===== src/rtl/tos_pkg.sv =====
package tos_pkg;

    localparam int LANES_PER_GRP = 4;

    typedef enum logic [1:0] {
        SRC_LOW  = 2'd0,
        SRC_DATA = 2'd1,
        SRC_ONES = 2'd2
    } src_e;

    typedef struct packed {
        logic idle;
        logic ais;
        logic auto_ais;
        logic data;
    } hi_ctl_t;

    typedef struct packed {
        logic e1_last;
        logic ais;
        logic auto_ais;
        logic data;
    } lo_ctl_t;

    function automatic src_e pick_hi(input hi_ctl_t c);
        if (c.idle)                 return SRC_LOW;
        else if (c.ais || c.auto_ais) return SRC_ONES;
        else                        return SRC_DATA;
    endfunction

    function automatic src_e pick_lo(input lo_ctl_t c);
        if (c.e1_last)              return SRC_LOW;
        else if (c.ais || c.auto_ais) return SRC_ONES;
        else                        return SRC_DATA;
    endfunction

    function automatic logic src_bit(input src_e s, input logic data);
        case (s)
            SRC_ONES: return 1'b1;
            SRC_DATA: return data;
            default:  return 1'b0;
        endcase
    endfunction

endpackage


===== src/rtl/tos_hi_sel.sv =====
module tos_hi_sel
    import tos_pkg::*;
(
    input  logic    clk,
    input  logic    rst,
    input  hi_ctl_t ctl,
    output logic    bit_q
);

    src_e src;

    always_comb begin
        src = pick_hi(ctl);
    end

    always_ff @(posedge clk) begin
        if (rst) begin
            bit_q <= 1'b0;
        end else begin
            bit_q <= src_bit(src, ctl.data);
        end
    end

    AST_HI_IDLE_LOW: assert property (@(posedge clk) disable iff (rst)
        ctl.idle |=> !bit_q);
    AST_HI_AIS_ONES: assert property (@(posedge clk) disable iff (rst)
        (!ctl.idle && ctl.ais) |=> bit_q);
    AST_HI_AUTO_ONES: assert property (@(posedge clk) disable iff (rst)
        (!ctl.idle && ctl.auto_ais) |=> bit_q);
    AST_HI_PASS: assert property (@(posedge clk) disable iff (rst)
        (!ctl.idle && !ctl.ais && !ctl.auto_ais) |=> (bit_q == $past(ctl.data)));

endmodule


===== src/rtl/tos_lo_sel.sv =====
module tos_lo_sel
    import tos_pkg::*;
(
    input  logic    clk,
    input  logic    rst,
    input  lo_ctl_t ctl,
    output logic    bit_q
);

    src_e src;

    always_comb begin
        src = pick_lo(ctl);
    end

    always_ff @(posedge clk) begin
        if (rst) begin
            bit_q <= 1'b0;
        end else begin
            bit_q <= src_bit(src, ctl.data);
        end
    end

    AST_LO_E1_LAST_LOW: assert property (@(posedge clk) disable iff (rst)
        ctl.e1_last |=> !bit_q);
    AST_LO_AIS_ONES: assert property (@(posedge clk) disable iff (rst)
        (!ctl.e1_last && (ctl.ais || ctl.auto_ais)) |=> bit_q);
    AST_LO_PASS: assert property (@(posedge clk) disable iff (rst)
        (!ctl.e1_last && !ctl.ais && !ctl.auto_ais) |=> (bit_q == $past(ctl.data)));

endmodule


===== src/rtl/tos_retime.sv =====
module tos_retime (
    input  logic clk,
    input  logic rst,
    input  logic tclk,
    input  logic use_rise,
    input  logic sel_bit,
    output logic dout
);

    logic tclk_prev;
    logic fire;

    always_comb begin
        if (use_rise) fire = tclk & ~tclk_prev;
        else          fire = ~tclk & tclk_prev;
    end

    always_ff @(posedge clk) begin
        if (rst) begin
            tclk_prev <= 1'b0;
            dout      <= 1'b0;
        end else begin
            tclk_prev <= tclk;
            if (fire) dout <= sel_bit;
        end
    end

    AST_RT_HOLD_NO_EDGE: assert property (@(posedge clk) disable iff (rst)
        !fire |=> $stable(dout));
    AST_RT_LOAD_ON_EDGE: assert property (@(posedge clk) disable iff (rst)
        fire |=> (dout == $past(sel_bit)));
    AST_RT_RESET_LOW: assert property (@(posedge clk)
        rst |=> !dout);

endmodule


===== src/rtl/tos_top.sv =====
module tos_top
    import tos_pkg::*;
#(
    parameter int NUM_GRP = 7,
    localparam int NUM_LANE = NUM_GRP * LANES_PER_GRP
) (
    input  logic                clk,
    input  logic                rst,
    input  logic [NUM_GRP-1:0]  hi_data,
    input  logic [NUM_GRP-1:0]  hi_tclk,
    input  logic [NUM_GRP-1:0]  hi_idle,
    input  logic [NUM_GRP-1:0]  hi_ais,
    input  logic [NUM_GRP-1:0]  hi_rise,
    input  logic [NUM_LANE-1:0] lo_data,
    input  logic [NUM_LANE-1:0] lo_tclk,
    input  logic [NUM_LANE-1:0] lo_ais,
    input  logic [NUM_LANE-1:0] lo_rise,
    input  logic [NUM_GRP-1:0]  grp_ds1,
    input  logic                fail_top,
    input  logic [NUM_GRP-1:0]  fail_grp,
    output logic [NUM_GRP-1:0]  hi_out,
    output logic [NUM_LANE-1:0] lo_out
);

    logic [NUM_GRP-1:0]  hi_sel_q;
    logic [NUM_LANE-1:0] lo_sel_q;

    for (genvar g = 0; g < NUM_GRP; g++) begin : g_grp
        hi_ctl_t hctl;

        always_comb begin
            hctl.idle     = hi_idle[g];
            hctl.ais      = hi_ais[g];
            hctl.auto_ais = fail_top;
            hctl.data     = hi_data[g];
        end

        tos_hi_sel u_hsel (
            .clk   (clk),
            .rst   (rst),
            .ctl   (hctl),
            .bit_q (hi_sel_q[g])
        );

        tos_retime u_hrt (
            .clk      (clk),
            .rst      (rst),
            .tclk     (hi_tclk[g]),
            .use_rise (hi_rise[g]),
            .sel_bit  (hi_sel_q[g]),
            .dout     (hi_out[g])
        );

        for (genvar k = 0; k < LANES_PER_GRP; k++) begin : g_lane
            localparam int L = g * LANES_PER_GRP + k;
            lo_ctl_t lctl;

            always_comb begin
                lctl.e1_last  = !grp_ds1[g] && (k == LANES_PER_GRP - 1);
                lctl.ais      = lo_ais[L];
                lctl.auto_ais = fail_top | fail_grp[g];
                lctl.data     = lo_data[L];
            end

            tos_lo_sel u_lsel (
                .clk   (clk),
                .rst   (rst),
                .ctl   (lctl),
                .bit_q (lo_sel_q[L])
            );

            tos_retime u_lrt (
                .clk      (clk),
                .rst      (rst),
                .tclk     (lo_tclk[L]),
                .use_rise (lo_rise[L]),
                .sel_bit  (lo_sel_q[L]),
                .dout     (lo_out[L])
            );
        end
    end

    AST_TOP_RESET_CLEAR: assert property (@(posedge clk)
        rst |=> (hi_out == '0 && lo_out == '0));

endmodule


===== config.mk =====
export PLATFORM = sky130hd
export DESIGN_NAME = tos_top
export DESIGN_NICKNAME = d
export VERILOG_FILES = /design/src/rtl/tos_pkg.sv /design/src/rtl/tos_hi_sel.sv /design/src/rtl/tos_lo_sel.sv /design/src/rtl/tos_retime.sv /design/src/rtl/tos_top.sv
export SDC_FILE = /design/constraint.sdc
export NUM_CORES = 1
export LEC_CHECK = 0
export BUFFER_PORTS_ARGS = -buffer_cell sky130_fd_sc_hd__buf_2
export CAP_MARGIN = 20
export CORE_ASPECT_RATIO = 1.2
export CORE_MARGIN = 3
export CORE_UTILIZATION = 40
export DETAILED_ROUTE_END_ITERATION = 7
export PLACE_DENSITY = 0.8
export SLEW_MARGIN = 20
export SYNTH_ARGS = -nofsm -noshare
export SYNTH_HDL_FRONTEND = slang
export SYNTH_HIERARCHICAL = 1
export SYNTH_SLANG_ARGS = --single-unit

===== constraint.sdc =====
create_clock -name clk -period 1.1 [get_ports clk]
set_clock_uncertainty 0.05 [all_clocks]
set_input_delay 0.055 -clock clk [delete_from_list [all_inputs] [get_ports clk]]
set_output_delay 0.055 -clock clk [all_outputs]
set_load 0.05 [all_outputs]

==> results of run 1 <==
cell families after synthesis:
group / count (synthesis) / synth area share
flip-flops: 105 / 0.459
multiplexers: 35 / 0.0764
buffers and inverters: 7 / 0.00573
AO/OA/AOI/OAI: 35 / 0.0955
AND/OR/NAND/NOR: 252 / 0.363
other: 1 / 0.000818
registers in the layout, indices dropped and copies added (netlist names):
register / flops
g_grp.u_hsel/bit_q: 7
g_grp.g_lane.u_lrt/dout: 28
g_grp.u_hrt/dout: 7
g_grp.u_hrt/tclk_prev: 7
g_grp.g_lane.u_lrt/tclk_prev: 28
g_grp.g_lane.u_lsel/bit_q: 28
power by group:
group          internal (mW)  leakage [nW]  switching, mW
clock                   1.56         0.122           1.33
combinational          0.920          2.33          0.700
sequential              3.99         0.867          0.128
total                   6.46          3.32           2.16
cells in the final DEF (no fill, tap or decap):
cell type	n
nor2b_1	35
or2_1	7
inv_1	7
nand2_1	35
buf_2	192
conb_1	21
dlygate4sd3_1	130
o22ai_2	35
mux2i_1	35
dfxtp_1	105
clkinvlp_4	2
nand2b_4	35
diode_2	1
clkbuf_16	9
buf_4	3
clkbuf_8	1
buf_12	2
nand2b_1	70
clkinv_2	1
nor3_1	70
clkbuf_4	5
routing by layer:
layer | routed length [um] | part of all wire | track usage
met5 | 0 | 0 | 0
met4 | 603 | 0.041 | 0.127
met3 | 854 | 0.058 | 0.0663
met2 | 8140 | 0.55 | 0.437
met1 | 5220 | 0.35 | 0.225
worst max-delay path: cells and delay by family:
family / cells / cell delay [ps]
compound gates: 1 / 150
buf+inv: 2 / 670
mux: 1 / 250
simple gates: 1 / 130
worst paths after layout:
path                                                         start  slack [ps]                             to  cells after the start
worst max-delay path                                   lo_tclk[20]          30  g_grp[5].g_lane[0].u_lrt/dout                      5
worst min-delay path                                   lo_rise[11]           9  g_grp[2].g_lane[3].u_lrt/dout                      3
worst max register to register  g_grp[5].g_lane[0].u_lrt/tclk_prev         100  g_grp[5].g_lane[0].u_lrt/dout                      3
worst min register to register     g_grp[2].g_lane[1].u_lsel/bit_q         410  g_grp[2].g_lane[1].u_lrt/dout                      2
cell type report:
type,count,share of cell area
Multi-Input combinational cell,343,0.339
Timing Repair Buffer,332,0.316
Sequential cell,105,0.281
Clock buffer,10,0.0320
Tap cell,154,0.0258
Inverter,7,0.00351
Clock inverter,3,0.00268
Antenna cell,1,0.000335
what timing repair did:
action / 4_1_cts / 5_1_grt
endpoints found under the hold margin: 81 / 1
hold buffers: 129 / 1
setup endpoints to repair: 0 / 5
gates resized for setup: 0 / 5
through the flow:
stage               std cells  cell area [um2]  setup WS, ps  total power [mW]   util
global placement          811             5900           111              5.34  0.532
detailed placement        811             5900          48.8              5.39  0.532
CTS                       953             7450          25.0              8.62  0.672
global route              954             7470         0.966              9.00  0.674
floorplan                 455             4660           169              4.84      -
finish                    955             7480          32.2              8.62  0.674
==> reports/qor.log, run 1 <==
INFO  global_routing grt_pass1_vias=5009
INFO  finish         fin_nets=962
INFO  yosys          synth_enable_flop_cells=0
INFO  place          numPortBuffers=198
INFO  global_routing grt_start_max_net_pins=66
INFO  clocking       clkSlewWorstSetupHoldPaths=70ps
INFO  power_and_ir_drop power.static_leakage=3.32nW
INFO  timing         final.period_utilization=0.971
INFO  timing         setup_viol_count_final=0
INFO  yosys          async_reset_ff_frac=0
INFO  floorplan      row_count=42
INFO  clocking       cell_at_the_root_of_the_clock_tree=clkbuf_16
INFO  run_status     outcome=completed
INFO  setup_path     timing.critical_path.slowest_stage_cell=dlygate4sd3_1
INFO  yosys          synth_sequential_area_ratio=0.459
INFO  global_routing grt_pass1_wl=23400um
INFO  timing         report.final.hold_viol_count=0
INFO  setup_path     worst-setup-path-type=in2reg
INFO  yosys          syn-mean-instance-area=10.5um2
INFO  drt            routed_via_density=4.75
INFO  finish         final-seq-area=2100um2
INFO  yosys          synthesis.instances=435
INFO  finish         post_route_cells_drive_above_1_share=0.356
INFO  global_routing antenna_found_initial=0
INFO  clocking       tritoncts.num_buffers=9
INFO  yosys          post_synth_most_frequent_cells=dfxtp_1, nand2b_1, nor3_1
INFO  clocking       later_pin_clock_latency_in_the_skew_report=330ps
INFO  floorplan      core_footprint=11100um2
INFO  place          routabilityCongestion=0.792
INFO  drt            drtAntennaViolNets=0
INFO  power_and_ir_drop power_per_cell_area=1150nW/um2
INFO  timing         rsz0062_at_grt=false
INFO  setup_path     worstPathMaxFanout=3
INFO  global_routing globalRouteOverflowTotal=0
INFO  hold_path      min-delay-path-class=in2reg
INFO  setup_path     longest_individual_stage_delay_on_the_worst_path=530ps
INFO  flow_run       timing.max_cap.violations=0
INFO  floorplan      floorplan.initialDensity=0.413
INFO  drt            drtIter0Drc=165
INFO  clocking       cts_htree_levels=3
INFO  timing         totalNegativeSetupSlack=0ps
INFO  yosys          synth.top_cell.area_share=0.459
INFO  setup_path     startpoint_type=input port
INFO  global_routing global_route.usage.total=0.230
INFO  floorplan      die_height=123um
INFO  floorplan      die_area=12800um2
INFO  finish         multiInputGateArea=2530um2
INFO  finish         area_growth=63.1%
INFO  clocking       clock_tree_from_tritoncts=yes
INFO  setup_path     crit_path_cell_trace=dlygate4sd3_1 > buf_2 > nand2b_4 > o22ai_2 > mux2i_1
INFO  drt            dr.pass1.iters=4
INFO  finish         final.fill_count=794
INFO  setup_path     end_kind=flip-flop
INFO  place          dp_hpwl=8070um
INFO  setup_path     worst_ep_required_time=1300ps
INFO  timing         post_route_hold_slack=9.07ps
INFO  drt            vias=4536
INFO  drt            drc_markers=0
INFO  clocking       clock-sinks=105
INFO  yosys          yosysWarningCount=6
INFO  clocking       clk_path_buf_depth=2
INFO  yosys          synth.ff_latch_count=105
INFO  clocking       post-cts-setup-buffers=0
INFO  timing         finalMaxSlewViolations=0
INFO  floorplan      floorplan.io_pins=199
INFO  setup_path     worst-endpoint-arrival=1260ps
INFO  yosys          postSynth.topFlopCell=dfxtp_1
INFO  timing         fmaxAchievable=0.937GHz
INFO  yosys          yosys.cell_count.top_type=dfxtp_1
INFO  power_and_ir_drop vdd_ir_drop_max=697uV
INFO  drt            route.final.wire_length=14800um
INFO  yosys          yosysTopAreaCell=dfxtp_1
INFO  timing         period_needed=1070ps
INFO  yosys          synth_top_cells_by_area=dfxtp_1, nand2b_4, nand2b_1
INFO  yosys          netlist-cell-type-count=11
INFO  floorplan      fp.dieW=104um
INFO  yosys          post_synthesis_instance_area=4580um2
INFO  drt            drt-wirelength-per-cell=15.5um
Power figures use the tool's default switching activity.
==> run 2: changes to the inputs <==
--- a/config.mk
+++ b/config.mk
@@ -7,7 +7,7 @@
 export LEC_CHECK = 0
 export BUFFER_PORTS_ARGS = -buffer_cell sky130_fd_sc_hd__buf_2
 export CAP_MARGIN = 20
-export CORE_ASPECT_RATIO = 1.2
+export CORE_ASPECT_RATIO = 0.7
 export CORE_MARGIN = 3
 export CORE_UTILIZATION = 40
 export DETAILED_ROUTE_END_ITERATION = 7
==> run 2 against run 1 <==
Net effect:
- fmax fell by 1.2%
- sequential power barely moved
- wire length fell by 0.11%
- non-clock buffer count fell by 8
- global-route usage fell by 0.64 points
- largest power group unchanged
==> reports/qor.log, run 2 (synthesis gave the netlist of run 1 again) <==
INFO  run_status     outcome=completed
INFO  clocking       post-cts-setup-buffers=0 [unchanged]
INFO  drt            dr.pass1.iters=4 [unchanged]
INFO  clocking       clk_path_buf_depth=2 [unchanged]
INFO  setup_path     r2r_end=g_grp[1].g_lane[3].u_lrt/dout
INFO  floorplan      floorplan.initialDensity=0.413 [about the same]
INFO  hold_path      holdPathStages=3 [unchanged]
INFO  setup_path     startpoint_type=flip-flop
INFO  clocking       cts_htree_levels=3 [unchanged]
INFO  setup_path     longest_individual_stage_delay_on_the_worst_path=360ps [-170 ps]
INFO  finish         mostFrequentLayoutCell=buf_2
INFO  setup_path     crit_path_cell_trace=buf_2
INFO  finish         top_regs=g_grp.g_lane.u_lrt/dout x28, g_grp.g_lane.u_lrt/tclk_prev x28, g_grp.g_lane.u_lsel/bit_q x28
INFO  setup_path     worst-path-buf-inv=1 [-1]
INFO  floorplan      fp.dieW=134um [+29%]
INFO  hold_path      worst_hold_path.endpoint=g_grp[6].g_lane[3].u_lrt/dout
INFO  power_and_ir_drop post-layout-total-power=8.90mW [+3.2%]
INFO  drt            vias=4525 [-0.24%]
INFO  finish         area_growth=62.5%
INFO  setup_path     worst-setup-path-type=reg2out
INFO  hold_path      min-delay-path-class=in2reg
INFO  setup_path     worst_ep_required_time=1000ps [-300 ps]
INFO  finish         post-route-util=0.672 [-0.00241]
INFO  place          placedInstanceArea=5890um2 [-0.15%]
INFO  floorplan      floorplan.io_pins=199 [unchanged]
INFO  setup_path     timing.reg2reg.worst_path_depth=3 [unchanged]
INFO  timing         fmaxAchievable=0.925GHz [-1.2%]
INFO  place          routabilityCongestion=0.810 [+2.2%]
INFO  power_and_ir_drop power_per_cell_area=1190nW/um2 [+3.5%]
INFO  drt            routed_via_density=4.77 [+0.39%]
INFO  drt            drtIter0Drc=116 [-30%]
INFO  flow_run       timing.max_cap.violations=0 [unchanged]
INFO  drt            drtAntennaViolNets=0 [unchanged]
INFO  power_and_ir_drop power.static_leakage=3.31nW [-0.41%]
INFO  timing         report.final.hold_viol_count=0 [unchanged]
INFO  global_routing antenna_found_initial=1 [+1]
INFO  global_routing global_route.usage.total=0.223 [-0.00643]
INFO  finish         final.fill_count=803 [+1.1%]
INFO  place          dp_hpwl=8720um [+8.1%]
INFO  setup_path     end_kind=primary output
INFO  setup_path     worstPathMaxFanout=2 [-1]
INFO  timing         final.period_utilization=0.983 [+0.0119]
INFO  setup_path     worst_reg2reg_setup_slack=90ps [about the same]
INFO  place          numPortBuffers=198 [unchanged]
INFO  drt            drc_markers=0 [unchanged]
INFO  setup_path     path_delay_family=flip-flops
INFO  floorplan      die_height=95.6um [-22%]
INFO  finish         finalInstanceArea=7450um2 [-0.33%]
INFO  clocking       later_pin_clock_latency_in_the_skew_report=340ps [about the same]
INFO  floorplan      die_area=12800um2 [+0.12%]
INFO  floorplan      core_footprint=11100um2 [about the same]
INFO  setup_path     crit-reg2reg-launch=g_grp[1].g_lane[3].u_lrt/tclk_prev
INFO  global_routing grt_pass1_vias=4710 [-6.0%]
INFO  power_and_ir_drop vdd_ir_drop_max=890uV [+28%]
INFO  clocking       tritoncts.num_buffers=9 [unchanged]
INFO  timing         setup_viol_count_final=0 [unchanged]
INFO  finish         post_route_cells_drive_above_1_share=0.361 [+0.00476]
INFO  clocking       clock_tree_from_tritoncts=yes
INFO  global_routing grt_start_max_net_pins=75 [+14%]
INFO  clocking       clkSlewWorstSetupHoldPaths=80ps [about the same]
INFO  setup_path     timing.critical_path.slowest_stage_cell=dfxtp_1
INFO  finish         fin_nets=954 [-0.83%]
INFO  drt            route.final.wire_length=14800um [-0.11%]
INFO  clocking       clock-sinks=105 [unchanged]
INFO  floorplan      row_count=32 [-24%]
INFO  setup_path     worst-endpoint-arrival=980ps [-280 ps]
INFO  timing         period_needed=1080ps [+13.1 ps]
INFO  hold_path      hold_start=lo_rise[27]
INFO  timing         finalMaxSlewViolations=0 [unchanged]
INFO  finish         layout.cells.most_common_list=buf_2, dlygate4sd3_1, dfxtp_1, nand2b_1, nor3_1
INFO  clocking       cell_at_the_root_of_the_clock_tree=clkbuf_16
INFO  global_routing globalRouteOverflowTotal=0 [unchanged]
INFO  drt            drt-wirelength-per-cell=15.6um [+0.52%]
INFO  global_routing grt_pass1_wl=22800um [-2.4%]
[run 2: cell count changes in the layout (fill, tap and decap cells not counted)]
| cell | delta |
|---|---|
| inv_6 | +2 |
| clkinvlp_4 | -1 |
| clkinv_2 | -1 |
| clkinv_4 | +1 |
| buf_2 | -5 |
| dlygate4sd3_1 | -7 |
| clkbuf_4 | +5 |
| clkbuf_8 | +2 |
| buf_4 | -1 |
[run 2: layout make-up]
cell class	count	area, um2	area share
multi-input combinational	343	2530	0.340
timing repair buffer	324	2300	0.308
sequential	105	2100	0.282
clock buffer	12	267	0.0358
tap	153	191	0.0257
clock inverter	4	33.8	0.00453
inverter	7	26.3	0.00353
antenna	1	2.50	0.000336
[run 2: where the power goes]
group	switching (mW)	total [mW]	internal (mW)
sequential	0.134	4.12	3.99
combinational	0.703	1.61	0.904
clock	1.43	3.17	1.74
total	2.26	8.90	6.63
[run 2: per-layer routing]
metal / wire length (um) / vias up / GRT usage / part of all wire
met3: 1210 / 36 / 0.0712 / 0.081
met5: 10 / - / 0 / 0.00068
met2: 7360 / 191 / 0.408 / 0.50
li1: - / 2183 / - / -
met4: 362 / 2 / 0.0771 / 0.024
met1: 5860 / 2113 / 0.247 / 0.40
[run 2: how the worst max path moves through the flow]
stage | startpoint | to | slack, ps | cells past startpoint
floorplan | g_grp[0].g_lane[0].u_lrt/dout | g_grp[0].g_lane[0].u_lrt/dout | 170 | 2
global placement | fail_top | g_grp[4].g_lane[3].u_lsel/bit_q | 120 | 4
detailed placement | fail_top | g_grp[1].g_lane[2].u_lsel/bit_q | 20 | 4
CTS | g_grp[4].g_lane[2].u_lrt/dout | lo_out[18] | 6 | 1
global route | g_grp[2].g_lane[1].u_lrt/dout | lo_out[9] | -10 | 1
finish | g_grp[2].g_lane[1].u_lrt/dout | lo_out[9] | 20 | 1
[run 2: per-stage QoR]
| stage | hold slack (ps) | instances | setup slack [ps] | setup TNS (ps) |
|---|---|---|---|---|
| after floorplan | 76.6 | 455 | 169 | 0 |
| after global placement | 170 | 809 | 116 | 0 |
| after detailed placement | 176 | 809 | 23.6 | 0 |
| after CTS | 0.308 | 947 | 5.87 | 0 |
| after global routing | 20.9 | 948 | -11.7 | -11.7 |
| final | 19.4 | 949 | 19.1 | 0 |
[run 2: timing repair]
item / CTS / global route
hold endpoints to repair: 83 / 1
setup endpoints to repair: 0 / 10
hold buffers: 122 / 1
gates resized for setup: 0 / 10
